$ cat config.mk
export PLATFORM = sky130hd
export DESIGN_NAME = clkrst_regs
export DESIGN_NICKNAME = d
export VERILOG_FILES = /design/src/rtl/clkrst_regs.sv
export SDC_FILE = /design/constraint.sdc
export NUM_CORES = 1
export LEC_CHECK = 0
export ABC_CLOCK_PERIOD_IN_PS = 4500
export BUFFER_PORTS_ARGS = -buffer_cell sky130_fd_sc_hd__buf_2
export CAP_MARGIN = 20
export CORE_MARGIN = 1.5
export CORE_UTILIZATION = 61
export DETAILED_ROUTE_END_ITERATION = 6
export GPL_TIMING_DRIVEN = 1
export PLACE_DENSITY = 0.8
export SETUP_SLACK_MARGIN = 0.2
export SYNTH_ARGS = -nofsm -noshare
export SYNTH_HDL_FRONTEND = slang
export SYNTH_SLANG_ARGS = --single-unit
$ cat constraint.sdc
create_clock -name clk -period 4.5 [get_ports clk]
set_input_delay 1.35 -clock clk [delete_from_list [all_inputs] [get_ports clk]]
set_output_delay 1.35 -clock clk [all_outputs]
set_load 0.02 [all_outputs]
$ cat src/rtl/clkrst_regs.sv
module clkrst_regs #(
  parameter int ADDR_W = 8
) (
  input  logic              clk,
  input  logic              rst_n,
  input  logic [ADDR_W-1:0] bus_addr,
  input  logic              bus_we,
  input  logic [31:0]       bus_wdata,
  output logic [31:0]       bus_rdata,
  input  logic              irq_src,
  output logic              irq,
  output logic [3:0]        cpu_off,
  output logic [3:0]        cpu_on_rst
);
  localparam int NSLOT   = 16;
  localparam int CPU_IDX = 15;
  localparam int OFF_STAT = 'h00;
  localparam int OFF_MASK = 'h04;
  localparam int OFF_SET  = 'h08;
  localparam int OFF_CLR  = 'h0c;
  localparam int OFF_PLLS = 'h50;
  localparam logic [31:0] PLLS_VAL = 32'h0000_003f;

  localparam int SLOT_OFF [NSLOT] = '{
    'h20, 'h24, 'h28, 'h30, 'h34, 'h38, 'h40, 'h44,
    'h48, 'h60, 'h64, 'h68, 'h6c, 'h70, 'h74, 'h80};
  localparam logic [31:0] SLOT_RST [NSLOT] = '{
    32'h0001_2c09, 32'h0, 32'h0, 32'h0000_2c09, 32'h0, 32'h0,
    32'h0001_2809, 32'h0, 32'h0, 32'h0300_0400, 32'h0100_2500,
    32'h0100_0500, 32'h0000_1500, 32'h0100_1600, 32'h0100_0800,
    32'h0000_3d0f};
  localparam logic [31:0] SLOT_WR [NSLOT] = '{
    32'h0773_7f09, 32'hfe7f_edef, 32'h81cc_ffff,
    32'h0773_7f09, 32'hfe7f_edef, 32'h81cc_ffff,
    32'h0773_7f09, 32'hfe7f_edef, 32'h81cc_ffff,
    32'h0300_3f07, 32'h0100_3f07, 32'h0100_3f07, 32'h0100_3f07,
    32'h0100_3f07, 32'h0100_3f07, 32'h0000_3d0f};

  logic [31:0] store [NSLOT];
  logic [NSLOT-1:0] hit;
  logic aligned;
  logic stat_q, mask_q;
  logic [3:0] core_old, core_new, core_chg;

  assign aligned = (bus_addr[1:0] == 2'b00);

  for (genvar i = 0; i < NSLOT; i++) begin : g_hit
    assign hit[i] = aligned && (bus_addr == ADDR_W'(SLOT_OFF[i]));
  end

  function automatic logic sel(input logic [ADDR_W-1:0] a, input int off);
    return (a[1:0] == 2'b00) && (a == ADDR_W'(off));
  endfunction

  always_ff @(posedge clk or negedge rst_n) begin
    if (!rst_n) begin
      for (int i = 0; i < NSLOT; i++) store[i] <= SLOT_RST[i];
    end else if (bus_we) begin
      for (int i = 0; i < NSLOT; i++)
        if (hit[i]) store[i] <= bus_wdata & SLOT_WR[i];
    end
  end

  always_ff @(posedge clk or negedge rst_n) begin
    if (!rst_n) begin
      stat_q <= 1'b0;
      mask_q <= 1'b1;
    end else begin
      if (irq_src) stat_q <= 1'b1;
      else if (bus_we && sel(bus_addr, OFF_STAT) && bus_wdata[0]) stat_q <= 1'b0;
      if (bus_we && sel(bus_addr, OFF_CLR) && bus_wdata[0]) mask_q <= 1'b1;
      else if (bus_we && sel(bus_addr, OFF_SET) && bus_wdata[0]) mask_q <= 1'b0;
    end
  end

  assign irq = stat_q & ~mask_q;

  assign core_old = store[CPU_IDX][3:0];
  assign core_new = bus_wdata[3:0];
  assign core_chg = core_old ^ core_new;

  always_ff @(posedge clk or negedge rst_n) begin
    if (!rst_n) begin
      cpu_off    <= '0;
      cpu_on_rst <= '0;
    end else if (bus_we && hit[CPU_IDX]) begin
      cpu_off    <= core_chg & core_new;
      cpu_on_rst <= core_chg & ~core_new;
    end else begin
      cpu_off    <= '0;
      cpu_on_rst <= '0;
    end
  end

  always_comb begin
    bus_rdata = '0;
    for (int i = 0; i < NSLOT; i++)
      if (hit[i]) bus_rdata = store[i];
    if (sel(bus_addr, OFF_STAT)) bus_rdata = {31'b0, stat_q};
    if (sel(bus_addr, OFF_MASK)) bus_rdata = {31'b0, mask_q};
    if (sel(bus_addr, OFF_PLLS)) bus_rdata = PLLS_VAL;
  end
endmodule

---- Word-level counts from Yosys, hierarchy flattened ----
Cells that the tools add are included.
storage, ports and cells
  flip-flop bits (word level) ............. 278
  logic and storage cells ................. 119
  input port bits ......................... 44
  output and inout port bits .............. 41
operators by class
  bitwise logic cells ..................... 6
  mux-type cells .......................... 25
  eq/ne operators ......................... 20
  reductions and logical operators ........ 48
operators with widths
  kind                                           number
  two-way mux 32 bit                             18
  == test 8 x 7 -> 1 bit, second input constant  10
  == test 8 x 6 -> 1 bit, second input constant  6
  AND reduction 2 bit                            16
  logical AND 1 bit                              28
  two-way mux 27 bit                             1
  == test 8 x 4 -> 1 bit, second input constant  2
  bitwise AND 4 bit                              2
  == test 8 x 3 -> 1 bit, second input constant  1
  == test 8 bit, second input constant           1
  zero test 8 bit                                1
  two-way mux 4 bit                              2
  two-way mux 1 bit                              4
  NOT 4 bit                                      1
  nonzero test 2 bit                             2
  bitwise XOR 4 bit                              1
  zero test 2 bit                                1
  bitwise AND 1 bit                              1
  NOT 1 bit                                      1

---- Longest topological paths before layout ----
  word-level depth ........................ 21
  gate-level depth with buffers ........... 9
  gate-level depth less buffers ........... 6

---- Worst setup path after synthesis ----
Ideal clock, no wire load.
  path kind ............................... input-to-output
  from .................................... input bus_addr[2]
  to ...................................... output bus_rdata[13]
  buffers on the path ..................... 4
  slack ................................... -0.090 ns
  arrival time ............................ 3.240 ns
  cell stages on the path ................. 6
  cells stage by stage .................... buf_2 buf_2 buf_1 clkbuf_1 o22ai_1 o311ai_0
between the ends
  longest elaborated chain between the ends .. 21
RTL lines
  item                               line  RTL
  start, declared                    6     input logic [ADDR_W-1:0] bus_addr,
  == test 8 x 6 -> 1 bit             48    assign hit[i] = aligned && (bus_addr == ADDR_W'(SLOT_OFF[i]));
  logical AND 1 bit                  48
  two-way mux 27 bit                 98    if (hit[i]) bus_rdata = store[i];
  two-way mux 32 bit (15 in series)  98
  two-way mux 32 bit                 99    if (sel(bus_addr, OFF_STAT)) bus_rdata = {31'b0, stat_q};
  two-way mux 32 bit                 100   if (sel(bus_addr, OFF_MASK)) bus_rdata = {31'b0, mask_q};
  two-way mux 32 bit *               101   if (sel(bus_addr, OFF_PLLS)) bus_rdata = PLLS_VAL;
  end, declared                      9     output logic [31:0] bus_rdata,
Every way passes the cells marked *; elsewhere a longest branch is shown, timed or not.

---- Worst setup path after layout ----
  from .................................... input bus_addr[5]
  to ...................................... output bus_rdata[9]
The elaborated chain is that of the path after synthesis.

==> metrics.txt <==
# TYPE chip_impl_metric gauge
chip_impl_info{name="outcome",value="finished, violations left"} 1
chip_impl_info{name="failing_checks",value="setup timing"} 1
chip_impl_metric{name="worstPathBufferInverterCount",unit=""} 6
chip_impl_metric{name="syn-cell-area",unit="sq um"} 13300
chip_impl_metric{name="clkTransAtPathRegs",unit="ns"} 0.06
chip_impl_metric{name="floorplan.die.width",unit="microns"} 151
chip_impl_metric{name="number_of_global_route_vias_before_repair",unit=""} 10991
chip_impl_info{name="critPathSlowestCell",value="a21oi_1"} 1
chip_impl_info{name="root_buffer",value="clkbuf_16"} 1
chip_impl_metric{name="syn_to_final_growth",unit="%"} 29.7
chip_impl_metric{name="power.leakage",unit="nW"} 8.28
chip_impl_metric{name="number_of_antenna_violations_at_the_first_check_in_global_routing",unit=""} 0
chip_impl_metric{name="chipHeight",unit="microns"} 151
chip_impl_metric{name="fin_skew",unit="ns"} 0.00410
chip_impl_info{name="grt_busiest_layer",value="met2"} 1
chip_impl_metric{name="mappedNetlistNets",unit=""} 1119
chip_impl_metric{name="post-route-drc-count",unit=""} 0
chip_impl_metric{name="dr.pass1.iters",unit=""} 7
chip_impl_metric{name="insertedDiodeCount",unit=""} 0
chip_impl_metric{name="vdd_ir_drop_max",unit="mV"} 0.309
chip_impl_metric{name="start_util",unit=""} 0.628
chip_impl_metric{name="report.final.slew_viol_count",unit=""} 0
chip_impl_metric{name="vias_per_cell",unit=""} 6.84
chip_impl_metric{name="synth.ff_latch_count",unit=""} 278
chip_impl_info{name="crit_path_end_kind",value="output pin"} 1
chip_impl_metric{name="pwr-share-seq",unit=""} 0.462
chip_impl_info{name="startpoint_type",value="primary input"} 1
chip_impl_metric{name="cpPeakStageDelay",unit="ns"} 0.44
chip_impl_metric{name="yosys_warnings",unit=""} 0
chip_impl_metric{name="grt_util_met2",unit=""} 0.577
chip_impl_metric{name="synth.distinct_cells",unit=""} 72
chip_impl_metric{name="finish.net_count",unit=""} 1338
chip_impl_metric{name="layout-drive-gt1-share",unit=""} 0.591
chip_impl_metric{name="final.period_utilization",unit=""} 1.06
chip_impl_metric{name="groute.layer.met3.usage",unit=""} 0.0636
chip_impl_metric{name="post_layout_nonfiller_instances",unit=""} 1592
chip_impl_metric{name="grt_first_pass_wirelength",unit="microns"} 60800
chip_impl_metric{name="final.min_clock_period",unit="ns"} 4.78
chip_impl_metric{name="number_of_enable_type_register_cells_in_the_synthesized_netlist",unit=""} 0
chip_impl_metric{name="design.die.area",unit="sq um"} 22700
chip_impl_info{name="final_common_cell",value="mux2_2"} 1
chip_impl_metric{name="power.switching",unit="mW"} 1.42
chip_impl_metric{name="clkSinkCount",unit=""} 278
chip_impl_metric{name="placed_cells_incl_taps",unit=""} 1497
chip_impl_metric{name="maxSlewHeadroom",unit=""} 0.376
chip_impl_metric{name="ctsHtreeMaxLevel",unit=""} 1
chip_impl_metric{name="comb_power_share",unit=""} 0.088
chip_impl_metric{name="hpwlAfterDp",unit="microns"} 25100
chip_impl_metric{name="io_buffers",unit=""} 84
chip_impl_metric{name="core-area",unit="sq um"} 21200
chip_impl_metric{name="overall_routed_net_length",unit="microns"} 43300
chip_impl_metric{name="drt_first_iter_violations",unit=""} 1104
chip_impl_metric{name="netlist_instances",unit=""} 1075
chip_impl_metric{name="cts_hold_repair.buffers",unit=""} 0
chip_impl_metric{name="utilization",unit=""} 0.814
chip_impl_metric{name="fin_ws",unit="ns"} -0.279
chip_impl_metric{name="power_frac_clock",unit=""} 0.449
chip_impl_metric{name="placementRows",unit=""} 53
chip_impl_metric{name="cts_inserted_buffers",unit=""} 29
chip_impl_metric{name="grt_overflow",unit=""} 0
chip_impl_metric{name="holdWs",unit="ns"} 0.497
chip_impl_metric{name="final-setup-viol-count",unit=""} 2
chip_impl_metric{name="critPathRequiredTime",unit="ns"} 3.15
chip_impl_metric{name="detailroute.via_count",unit=""} 10890
chip_impl_info{name="crit_path_cell_trace",value="buf_8, buf_6, nor4b_4, buf_6, buf_8, nand3_2, buf_4, a21oi_1, a31o_4, o211ai_1, buf_4"} 1
chip_impl_metric{name="synth_area_per_inst",unit="sq um"} 12.4
chip_impl_metric{name="pre_cts_slack",unit="ns"} -0.197
chip_impl_metric{name="timing_worst_slew_pin_value",unit="ns"} 0.932
chip_impl_info{name="rsz0062_at_grt",value="true"} 1
chip_impl_metric{name="groute.layer.met1.usage",unit=""} 0.454
chip_impl_metric{name="internal_dissipation",unit="mW"} 4.45
chip_impl_metric{name="io_pins",unit=""} 85
chip_impl_metric{name="worst_skew_pair.late_latency",unit="ns"} 0.55
chip_impl_info{name="timing.hold.worst.class",value="reg -> reg"} 1
chip_impl_info{name="critPathTopFamily",value="buffers and inverters"} 1
chip_impl_metric{name="clockBufferDepth",unit=""} 3
chip_impl_metric{name="worstPathMaxFanout",unit=""} 7
chip_impl_metric{name="grt_max_degree",unit=""} 102
chip_impl_info{name="synth-main-ff-cell",value="dfrtp_1"} 1
chip_impl_metric{name="final-hold-violation-count",unit=""} 0
chip_impl_metric{name="fmax",unit="MHz"} 209
chip_impl_metric{name="finalSetupTns",unit="ns"} -0.310
chip_impl_info{name="top_library_cells_by_usage_in_the_layout_fill_and_taps_aside",value="mux2_2, dfrtp_1, buf_4"} 1
chip_impl_metric{name="ys_seq_area_frac",unit=""} 0.527
chip_impl_metric{name="timing.max_cap.violations",unit=""} 0
chip_impl_metric{name="drt-wirelength-per-cell",unit="microns"} 27.2
chip_impl_metric{name="gpl.final_weighted_congestion",unit=""} 0.976
chip_impl_metric{name="grt_use_total",unit=""} 0.353
chip_impl_metric{name="switching_part_of_the_total_power",unit=""} 0.242
chip_impl_metric{name="async_flop_share",unit=""} 1.00
chip_impl_info{name="tritoncts",value="built"} 1
chip_impl_info{name="setup.worst_path.class",value="in -> out"} 1
chip_impl_metric{name="p_per_area",unit="nW/um^2"} 339
chip_impl_metric{name="drt.antenna.violating_nets",unit=""} 0
chip_impl_metric{name="cp.arrival",unit="ns"} 3.43
## cells by family after synthesis
| kind of cell | share of synthesized area |
|---|---|
| flops | 0.527 |
| xor+xnor | 0.00132 |
| simple gates | 0.0817 |
| compound gates | 0.113 |
| mux | 0.249 |
| buf+inv | 0.0285 |
## flip-flops by register name, indices dropped and copies added, names as in the netlist
signal / flops
core_old: 4
cpu_off: 4
cpu_on_rst: 4
mask_q: 1
stat_q: 1
store: 264
## metrics by stage
step,total power [mW],cell area (sq um)
floorplan,2.95,13400
global placement,3.15,14900
detailed placement,3.17,14900
CTS,5.80,16700
global route,6.01,17300
finish,5.86,17300
## Yosys cell counts, drive strengths merged, types with 4 or more instances
library cell,instances,area [sq um]
mux2i,11,110
nor2,50,210
dfstp,45,1180
a221oi,10,87.6
nor4b,4,86.3
dfrtp,233,5830
o22ai,14,87.6
a222oi,12,120
nor2b,7,43.8
o21ai,60,300
o221ai,6,52.6
a21oi,50,250
inv,6,22.5
a22oi,17,128
mux2,278,3210
or3,4,25.0
buf,43,229
o211ai,11,82.6
a22o,5,43.8
a211oi,10,75.1
nand2,68,275
nor3b,8,60.1
nor3,12,76.3
clkbuf,33,124
nand3,22,120
## timing repair
item	in CTS	in global routing
gates cloned	0	0
pin swaps	54	44
gates resized for setup	162	118
hold endpoints to repair	0	0
endpoints found under the setup margin	32	32
buffers inserted	24	17
## power by group through the flow
stage / clock (mW) / sequential, mW / combinational [mW]
final: 2.64 / 2.71 / 0.519
after global routing: 2.75 / 2.72 / 0.550
after CTS: 2.63 / 2.70 / 0.478
after detailed placement: 0 / 2.74 / 0.435
after global placement: 0 / 2.73 / 0.421
after floorplan: 0 / 2.71 / 0.236
## path summary, 6_finish.rpt
kind	from	end	slack [ns]	cells past startpoint
max in group asynchronous	rst_n	store[291]$_DFFE_PN1P_	2.69	2
setup / recovery	bus_addr[5]	bus_rdata[9]	-0.28	11
setup reg to reg	core_old[0]$_DFFE_PN1P_	cpu_on_rst[0]$_DFF_PN0_	3.58	1
min in group asynchronous	rst_n	store[45]$_DFFE_PN0P_	0.80	1
hold / removal	stat_q$_DFFE_PN0P_	stat_q$_DFFE_PN0P_	0.50	1
hold reg to reg	stat_q$_DFFE_PN0P_	stat_q$_DFFE_PN0P_	0.50	1
## per-layer routing
| metal | routed length (microns) | part of all wire |
|---|---|---|
| met5 | 0 | 0 |
| met4 | 2860 | 0.066 |
| met3 | 3900 | 0.090 |
| met2 | 20800 | 0.48 |
| met1 | 15800 | 0.37 |
## area by class of cell
class,count,area [sq um]
well taps,275,344
repair buffers,264,2270
clock buffers,35,778
clock inverters,19,268
inverters,7,26.3
multi-input cells,714,6580
flip-flops and latches,278,7010
fillers,1076,3940
Note: power is estimated with default switching activity, not from simulation.
